`src/rtl/dxs_pkg.sv`:
```
package dxs_pkg;
  typedef enum logic [1:0] {
    CMD_RD   = 2'd0,
    CMD_WR   = 2'd1,
    CMD_TRIM = 2'd2,
    CMD_BAD  = 2'd3
  } cmd_e;

  localparam logic [1:0] KIND_PKT = 2'd3;

  typedef enum logic [2:0] {
    ACK_CONSUMED = 3'd0,
    ACK_PAUSED   = 3'd1,
    ACK_PASS_END = 3'd2,
    ACK_FINISHED = 3'd3,
    ACK_ABORT    = 3'd4
  } ack_e;

  typedef enum logic [1:0] {
    ST_OFF   = 2'd0,
    ST_ARMED = 2'd1,
    ST_BUSY  = 2'd2,
    ST_PKT   = 2'd3
  } st_e;
endpackage

```
`src/rtl/dxs_counters.sv`:
```
module dxs_counters #(
  parameter int LEN_W = 32
) (
  input  logic             clk,
  input  logic             rst_n,
  input  logic             load_i,
  input  logic [LEN_W-1:0] load_val_i,
  input  logic             step_i,
  input  logic [LEN_W-1:0] step_len_i,
  output logic [LEN_W-1:0] remaining_o,
  output logic [LEN_W-1:0] index_o
);
  logic [LEN_W-1:0] rem_q, rem_n;
  logic [LEN_W-1:0] idx_q, idx_n;

  always_comb begin
    rem_n = rem_q;
    idx_n = idx_q;
    if (load_i) begin
      rem_n = load_val_i;
      idx_n = '0;
    end else if (step_i) begin
      rem_n = rem_q - step_len_i;
      idx_n = idx_q + step_len_i;
    end
  end

  always_ff @(posedge clk or negedge rst_n) begin
    if (!rst_n) begin
      rem_q <= '0;
      idx_q <= '0;
    end else if (load_i || step_i) begin
      rem_q <= rem_n;
      idx_q <= idx_n;
    end
  end

  assign remaining_o = rem_q;
  assign index_o     = idx_q;
endmodule

```
`src/rtl/dxs_offset.sv`:
```
module dxs_offset #(
  parameter int LBA_W = 32,
  parameter int LEN_W = 32,
  parameter int OFF_W = 64,
  parameter int SHIFT = 9
) (
  input  logic [LBA_W-1:0] lba_i,
  input  logic [LEN_W-1:0] index_i,
  output logic [OFF_W-1:0] offset_o
);
  assign offset_o = (OFF_W'(lba_i) << SHIFT) + OFF_W'(index_i);
endmodule

```
`src/rtl/dxs_ctrl.sv`:
```
module dxs_ctrl
  import dxs_pkg::*;
(
  input  logic       clk,
  input  logic       rst_n,
  input  logic       start_i,
  input  logic       start_bad_i,
  input  logic       chunk_valid_i,
  input  logic       chunk_zero_i,
  input  logic       pkt_mode_i,
  input  logic       rem_empty_i,
  input  logic       req_done_i,
  input  logic       req_err_i,
  output logic       load_o,
  output logic       step_o,
  output logic       issue_o,
  output logic       issue_pkt_o,
  output logic       chunk_ack_o,
  output logic [2:0] ack_code_o,
  output logic       done_o,
  output logic       fail_o,
  output logic       irq_o,
  output logic       armed_o
);
  st_e  st_q, st_n;
  ack_e code_q, code_n;
  logic ack_q, ack_n;
  logic done_q, done_n;
  logic fail_q, fail_n;
  logic irq_q, irq_n;
  logic idle;

  assign idle = (st_q == ST_OFF) || (st_q == ST_ARMED);

  always_comb begin
    st_n        = st_q;
    code_n      = code_q;
    ack_n       = 1'b0;
    done_n      = 1'b0;
    fail_n      = 1'b0;
    irq_n       = irq_q;
    load_o      = 1'b0;
    step_o      = 1'b0;
    issue_o     = 1'b0;
    issue_pkt_o = 1'b0;
    if (idle && start_i) begin
      if (start_bad_i) begin
        fail_n = 1'b1;
        irq_n  = 1'b1;
        st_n   = ST_OFF;
      end else begin
        load_o = 1'b1;
        irq_n  = 1'b0;
        st_n   = ST_ARMED;
      end
    end else if (idle && chunk_valid_i && !ack_q) begin
      if (st_q == ST_OFF) begin
        ack_n  = 1'b1;
        code_n = ACK_PAUSED;
      end else if (rem_empty_i) begin
        ack_n  = 1'b1;
        code_n = ACK_FINISHED;
        done_n = 1'b1;
        irq_n  = 1'b1;
        st_n   = ST_OFF;
      end else if (chunk_zero_i) begin
        ack_n  = 1'b1;
        code_n = ACK_PASS_END;
      end else if (pkt_mode_i) begin
        issue_o     = 1'b1;
        issue_pkt_o = 1'b1;
        st_n        = ST_PKT;
      end else begin
        issue_o = 1'b1;
        step_o  = 1'b1;
        st_n    = ST_BUSY;
      end
    end else if (!idle) begin
      if (req_err_i) begin
        ack_n  = 1'b1;
        code_n = ACK_ABORT;
        fail_n = 1'b1;
        irq_n  = 1'b1;
        st_n   = ST_OFF;
      end else if (req_done_i) begin
        ack_n = 1'b1;
        if (st_q == ST_PKT) begin
          code_n = ACK_FINISHED;
          done_n = 1'b1;
          irq_n  = 1'b1;
          st_n   = ST_OFF;
        end else begin
          code_n = ACK_CONSUMED;
          st_n   = ST_ARMED;
        end
      end
    end
  end

  always_ff @(posedge clk or negedge rst_n) begin
    if (!rst_n) begin
      st_q   <= ST_OFF;
      code_q <= ACK_CONSUMED;
      ack_q  <= 1'b0;
      done_q <= 1'b0;
      fail_q <= 1'b0;
      irq_q  <= 1'b0;
    end else begin
      st_q   <= st_n;
      code_q <= code_n;
      ack_q  <= ack_n;
      done_q <= done_n;
      fail_q <= fail_n;
      irq_q  <= irq_n;
    end
  end

  assign chunk_ack_o = ack_q;
  assign ack_code_o  = code_q;
  assign done_o      = done_q;
  assign fail_o      = fail_q;
  assign irq_o       = irq_q;
  assign armed_o     = (st_q != ST_OFF);
endmodule

```
`src/rtl/disk_xfer_seq.sv`:
```
module disk_xfer_seq
  import dxs_pkg::*;
#(
  parameter int SECT_W    = 16,
  parameter int LBA_W     = 32,
  parameter int LEN_W     = 32,
  parameter int ADDR_W    = 32,
  parameter int OFF_W     = 64,
  parameter int DISK_SHIFT = 9,
  parameter int OPT_SHIFT  = 11
) (
  input  logic              clk,
  input  logic              rst_n,
  input  logic              start_i,
  input  logic              optical_i,
  input  logic [1:0]        cmd_i,
  input  logic [SECT_W-1:0] sectors_i,
  input  logic [LBA_W-1:0]  lba_i,
  input  logic [LEN_W-1:0]  pkt_bytes_i,
  input  logic              chunk_valid_i,
  input  logic [ADDR_W-1:0] chunk_addr_i,
  input  logic [LEN_W-1:0]  chunk_len_i,
  input  logic              req_done_i,
  input  logic              req_err_i,
  output logic              req_valid_o,
  output logic [1:0]        req_kind_o,
  output logic [OFF_W-1:0]  req_offset_o,
  output logic [ADDR_W-1:0] req_addr_o,
  output logic [LEN_W-1:0]  req_len_o,
  output logic              chunk_ack_o,
  output logic [2:0]        ack_code_o,
  output logic              armed_o,
  output logic              done_o,
  output logic              fail_o,
  output logic              irq_o
);
  localparam int NMODE = 2;

  logic             cfg_opt_q;
  logic [1:0]       cfg_cmd_q;
  logic [LBA_W-1:0] cfg_lba_q;
  logic             load, step, issue, issue_pkt;
  logic [LEN_W-1:0] load_val, remaining, index;
  logic [LEN_W-1:0] pkt_len;
  logic             rem_empty, start_bad, pkt_mode;
  logic [OFF_W-1:0] offs [NMODE];
  logic [OFF_W-1:0] offset_sel;
  logic [1:0]       kind_n;

  assign start_bad = !optical_i && (cmd_i == CMD_BAD);
  assign load_val  = optical_i ? pkt_bytes_i
                               : (LEN_W'(sectors_i) << DISK_SHIFT);
  assign rem_empty = remaining[LEN_W-1] || (remaining == '0);
  assign pkt_mode  = cfg_opt_q && (&cfg_lba_q);
  assign pkt_len   = (remaining < chunk_len_i) ? remaining : chunk_len_i;

  always_ff @(posedge clk or negedge rst_n) begin
    if (!rst_n) begin
      cfg_opt_q <= 1'b0;
      cfg_cmd_q <= CMD_RD;
      cfg_lba_q <= '0;
    end else if (load) begin
      cfg_opt_q <= optical_i;
      cfg_cmd_q <= cmd_i;
      cfg_lba_q <= lba_i;
    end
  end

  dxs_counters #(.LEN_W(LEN_W)) u_cnt (
    .clk        (clk),
    .rst_n      (rst_n),
    .load_i     (load),
    .load_val_i (load_val),
    .step_i     (step),
    .step_len_i (chunk_len_i),
    .remaining_o(remaining),
    .index_o    (index)
  );

  for (genvar g = 0; g < NMODE; g++) begin : g_off
    dxs_offset #(
      .LBA_W(LBA_W), .LEN_W(LEN_W), .OFF_W(OFF_W),
      .SHIFT((g == 0) ? DISK_SHIFT : OPT_SHIFT)
    ) u_off (
      .lba_i   (cfg_lba_q),
      .index_i (index),
      .offset_o(offs[g])
    );
  end

  assign offset_sel = cfg_opt_q ? offs[1] : offs[0];
  assign kind_n     = issue_pkt ? KIND_PKT : (cfg_opt_q ? CMD_RD : cfg_cmd_q);

  dxs_ctrl u_ctrl (
    .clk          (clk),
    .rst_n        (rst_n),
    .start_i      (start_i),
    .start_bad_i  (start_bad),
    .chunk_valid_i(chunk_valid_i),
    .chunk_zero_i (chunk_len_i == '0),
    .pkt_mode_i   (pkt_mode),
    .rem_empty_i  (rem_empty),
    .req_done_i   (req_done_i),
    .req_err_i    (req_err_i),
    .load_o       (load),
    .step_o       (step),
    .issue_o      (issue),
    .issue_pkt_o  (issue_pkt),
    .chunk_ack_o  (chunk_ack_o),
    .ack_code_o   (ack_code_o),
    .done_o       (done_o),
    .fail_o       (fail_o),
    .irq_o        (irq_o),
    .armed_o      (armed_o)
  );

  always_ff @(posedge clk or negedge rst_n) begin
    if (!rst_n) begin
      req_valid_o <= 1'b0;
    end else begin
      req_valid_o <= issue;
    end
  end

  always_ff @(posedge clk or negedge rst_n) begin
    if (!rst_n) begin
      req_kind_o   <= CMD_RD;
      req_offset_o <= '0;
      req_addr_o   <= '0;
      req_len_o    <= '0;
    end else if (issue) begin
      req_kind_o   <= kind_n;
      req_offset_o <= issue_pkt ? '0 : offset_sel;
      req_addr_o   <= chunk_addr_i;
      req_len_o    <= issue_pkt ? pkt_len : chunk_len_i;
    end
  end
endmodule

```
`config.mk`:
```
export PLATFORM = sky130hd
export DESIGN_NAME = disk_xfer_seq
export DESIGN_NICKNAME = d
export VERILOG_FILES = /design/src/rtl/dxs_pkg.sv /design/src/rtl/dxs_counters.sv /design/src/rtl/dxs_offset.sv /design/src/rtl/dxs_ctrl.sv /design/src/rtl/disk_xfer_seq.sv
export SDC_FILE = /design/constraint.sdc
export NUM_CORES = 1
export LEC_CHECK = 0
export BUFFER_PORTS_ARGS = -buffer_cell sky130_fd_sc_hd__buf_2
export CAP_MARGIN = 15
export CORE_UTILIZATION = 55
export CTS_CLUSTER_SIZE = 28
export DETAILED_ROUTE_END_ITERATION = 8
export GPL_TIMING_DRIVEN = 1
export PLACE_DENSITY = 0.78
export SLEW_MARGIN = 20
export SYNTH_ARGS = -nofsm -noshare
export SYNTH_HDL_FRONTEND = slang
export SYNTH_SLANG_ARGS = --single-unit
```
`constraint.sdc`:
```
create_clock -name clk -period 8.9 [get_ports clk]
set_input_delay 0 -clock clk [delete_from_list [all_inputs] [get_ports clk]]
set_output_delay 0 -clock clk [all_outputs]
set_load 0.01 [all_outputs]
```
==> flow_summary.toml <==
[detailed_routing]
remaining_drc_errors = 0
first_pass_iters = 5
drt_wl_total_mm = 51.5
via_per_inst = 6.00
routed_wire_length_per_instance_um = 19.4
drtAntennaViolNets = 0
num_vias = 15900
detailedRoute.firstIterationViolations = 1422

[worst_setup_path]
required_ns = 9.32
r2r_setup_slack_ns = 4.01
r2r_end = "req_offset_o[35]$_DFFE_PN0P_"
cp-startpoint = "u_cnt.remaining_o[1]$_DFFE_PN0P_"
timing.setup.critical_path_class = "reg -> reg"
critical_path.startpoint_type = "register"
crit_path_end_kind = "register"
worst_path_arrival_ns = 5.30
critical_path.max_fanout = 49
rr_worst_depth = 12
reg2reg_from = "u_cnt.remaining_o[1]$_DFFE_PN0P_"

[die]
floorplan.core_area_um2 = 27100
initial_utilization_pct = 56.3
rows = 60
die_height_um = 169
pin_count = 292
die-area_um2 = 28400
floorplan.die.width_um = 169

[power]
comb_pwr_share_pct = 51.8
max-vdd-ir-drop_mv = 0.182
leakagePower_nw = 9.50
power_density_nw_per_um2 = 325
switching_share_pct = 44.6
power.internal_mw = 3.47
power.share.sequential_pct = 30.1
power_frac_clock_pct = 18.1
power_switching_mw = 2.80

[sta]
totalNegativeSetupSlack_ns = 0
final_max_slew_viol_count = 0
timing_hold_violations_final = 0
grt_setup_unrepaired = "no"
period_share_pct = 54.9
finalCriticalPeriod_ns = 4.89
worstMarginPinSlew_ns = 1.08
max_slew_margin_pct = 28.1
max_clock_freq_mhz = 205
timing.hold.ws_ns = 0.0759
setup_violations = 0
clock_skew_ns = 0.0126

[placement]
place.gp.congestion = 0.965
dpl-instance-area_um2 = 16800
place_hpwl_mm = 34.8
post-place-cells = 2444
place.port_buffers = 271

[layout]
final_area_um2 = 19300
layout_commonest_cell = "nand2_1"
filler_cell_count = 2121
post_layout_net_count = 2519
post_layout_nonfiller_instances = 2649
drive_above_1_share_pct = 15.8
layout_common_cells = "nand2_1, buf_2, dfrtp_1"
area_delta_synth_final_pct = 26.4

[synthesis]
yosysWarningCount = 0
top_flip_flop_cell_by_instance_count_after_synthesis = "dfrtp_1"
synth_cells = 1879
syn_avg_cell_area_um2 = 8.13
seq_area_frac_synth_pct = 35.9
synth.distinct_cells = 74
mappedNetlistArea_um2 = 15300
async_flop_share_pct = 100
synth-edff-count = 0
yosys_register_bits = 219

[clock_network]
post_cts_resized = 0
clk_latency_ns = 0.54
root_buffer = "clkbuf_16"
clk_pin_slew_worst_paths_ns = 0.06
cts_tree = "done"
number_of_sinks_driven_by_the_clock_tree = 219
clockBufferDepth = 3
number_of_h_tree_branching_levels = 1
cts_buffers = 26

[grt]
total_track_usage_pct = 35.9
grt_max_degree = 90
first_global_vias = 15400
globalRoute.totalOverflow = 0
number_of_antenna_violations_at_the_first_check_in_global_routing = 2
grt_first_pass_wirelength_mm = 81.2

[run]
drv.max_cap_violation_count = 0

[outcome]
run_status = "finished, final reports clean"

[min_path]
worstHoldPathType = "in -> async"
==> routing by layer <==
layer / wire, µm / up-vias / global-route usage, % / share of wire [%]
met1: 20800 / 7446 / 46.7 / 40
li1: - / 7434 / - / -
met4: 2060 / 0 / 14.5 / 4.0
met2: 23700 / 880 / 58.7 / 46
met3: 4940 / 137 / 7.36 / 9.6
met5: 0 / - / 0 / 0
==> worst max-delay path by stage <==
stage | cells after the start | slack (ns) | endpoint
3_5_place_dp | 12 | 4.13 | req_offset_o[37]$_DFFE_PN0P_
4_1_cts | 12 | 4.13 | req_offset_o[37]$_DFFE_PN0P_
3_3_place_gp | 12 | 4.22 | req_offset_o[39]$_DFFE_PN0P_
6_report | 12 | 4.01 | req_offset_o[35]$_DFFE_PN0P_
2_1_floorplan | 15 | 5.62 | req_len_o[7]$_DFFE_PN0P_
5_1_grt | 12 | 3.64 | req_offset_o[37]$_DFFE_PN0P_
==> flip-flops by register name, indices dropped and copies added (netlist names) <==
register            cells
cfg_lba_q              32
u_ctrl.chunk_ack_o      1
u_cnt.index_o          32
u_ctrl.ack_code_o       3
u_cnt.remaining_o      32
req_addr_o             32
u_ctrl.st_q             2
u_ctrl.done_o           1
cfg_cmd_q               2
req_valid_o             1
req_offset_o           44
req_len_o              32
u_ctrl.fail_o           1
req_kind_o              2
u_ctrl.irq_o            1
cfg_opt_q               1
==> stage by stage <==
step / power, mW / setup slack (ns) / utilization [%]
floorplan: 4.01 / 5.62 / -
global placement: 4.86 / 4.22 / 62.1
finish: 6.27 / 4.01 / 71.2
detailed placement: 4.95 / 4.13 / 62.1
global route: 6.70 / 3.64 / 71.2
CTS: 6.18 / 4.13 / 71.2
==> repair_timing <==
action,CTS,global route
hold buffers,155,0
hold endpoints to repair,228,0
setup buffers,0,0
==> logic make-up after synthesis <==
kind of cell	synth area share, %
fa+ha+maj	9.29
simple gates	20.9
xor+xnor	5.39
flops	35.9
buf+inv	4.77
compound gates	22.2
mux	1.53
other cells	0.0246
==> power groups by stage <==
| stage | clock [mW] | sequential [mW] | combinational, mW |
|---|---|---|---|
| after floorplan | 0 | 1.84 | 2.16 |
| after global placement | 0 | 1.85 | 3.02 |
| after detailed placement | 0 | 1.86 | 3.09 |
| after CTS | 1.14 | 1.86 | 3.18 |
| after global routing | 1.18 | 1.93 | 3.58 |
| final | 1.13 | 1.89 | 3.25 |
==> Yosys cell counts (6+ instances only) <==
master | number | area share, %
a211oi_1 | 27 | 1.3
a21o_1 | 55 | 2.7
a21oi_1 | 129 | 4.2
a221o_1 | 7 | 0.46
a22oi_1 | 7 | 0.34
a31oi_1 | 54 | 2.2
and2_1 | 7 | 0.29
and3_1 | 13 | 0.53
buf_1 | 14 | 0.34
buf_4 | 20 | 0.98
clkbuf_1 | 74 | 1.8
dfrtp_1 | 219 | 36
ha_1 | 107 | 8.8
inv_1 | 58 | 1.4
mux2i_1 | 20 | 1.3
nand2_1 | 344 | 8.5
nand2b_1 | 14 | 0.57
nand3_1 | 75 | 2.5
nand4_1 | 45 | 1.8
nor2_1 | 139 | 3.4
nor2b_1 | 14 | 0.57
nor3_1 | 17 | 0.56
nor4_1 | 23 | 0.94
o211ai_1 | 12 | 0.59
o21a_1 | 12 | 0.59
o21ai_0 | 157 | 5.1
o21ai_1 | 6 | 0.20
o21bai_1 | 16 | 0.79
o22a_1 | 7 | 0.40
o31a_1 | 6 | 0.34
or2_2 | 9 | 0.37
or3_1 | 7 | 0.29
xnor2_1 | 53 | 3.0
xor2_1 | 41 | 2.4
==> area by class of cell <==
cell class | instances | area, µm² | share of cell area [%]
Tap cell | 372 | 465 | 2.41
Inverter | 59 | 223 | 1.15
Multi-Input combinational cell | 1508 | 9190 | 47.6
Timing Repair Buffer | 441 | 3030 | 15.7
Clock inverter | 11 | 138 | 0.713
Sequential cell | 219 | 5480 | 28.4
Clock buffer | 37 | 773 | 4.01
Antenna cell | 2 | 5.00 | 0.0259
==> critical path, stage by stage (launching register included) <==
cell	delay (ns)
dfrtp_1	0.43
nor4_1	0.44
nand4_1	0.22
o21bai_1	0.43
nor3_1	0.21
nand2b_4	0.47
clkinv_2	0.65
nand2_2	0.73
buf_4	0.49
nor2_1	0.22
nand2_1	0.11
o21ai_0	0.07
a221o_1	0.26
Power figures use the tool's default switching activity.
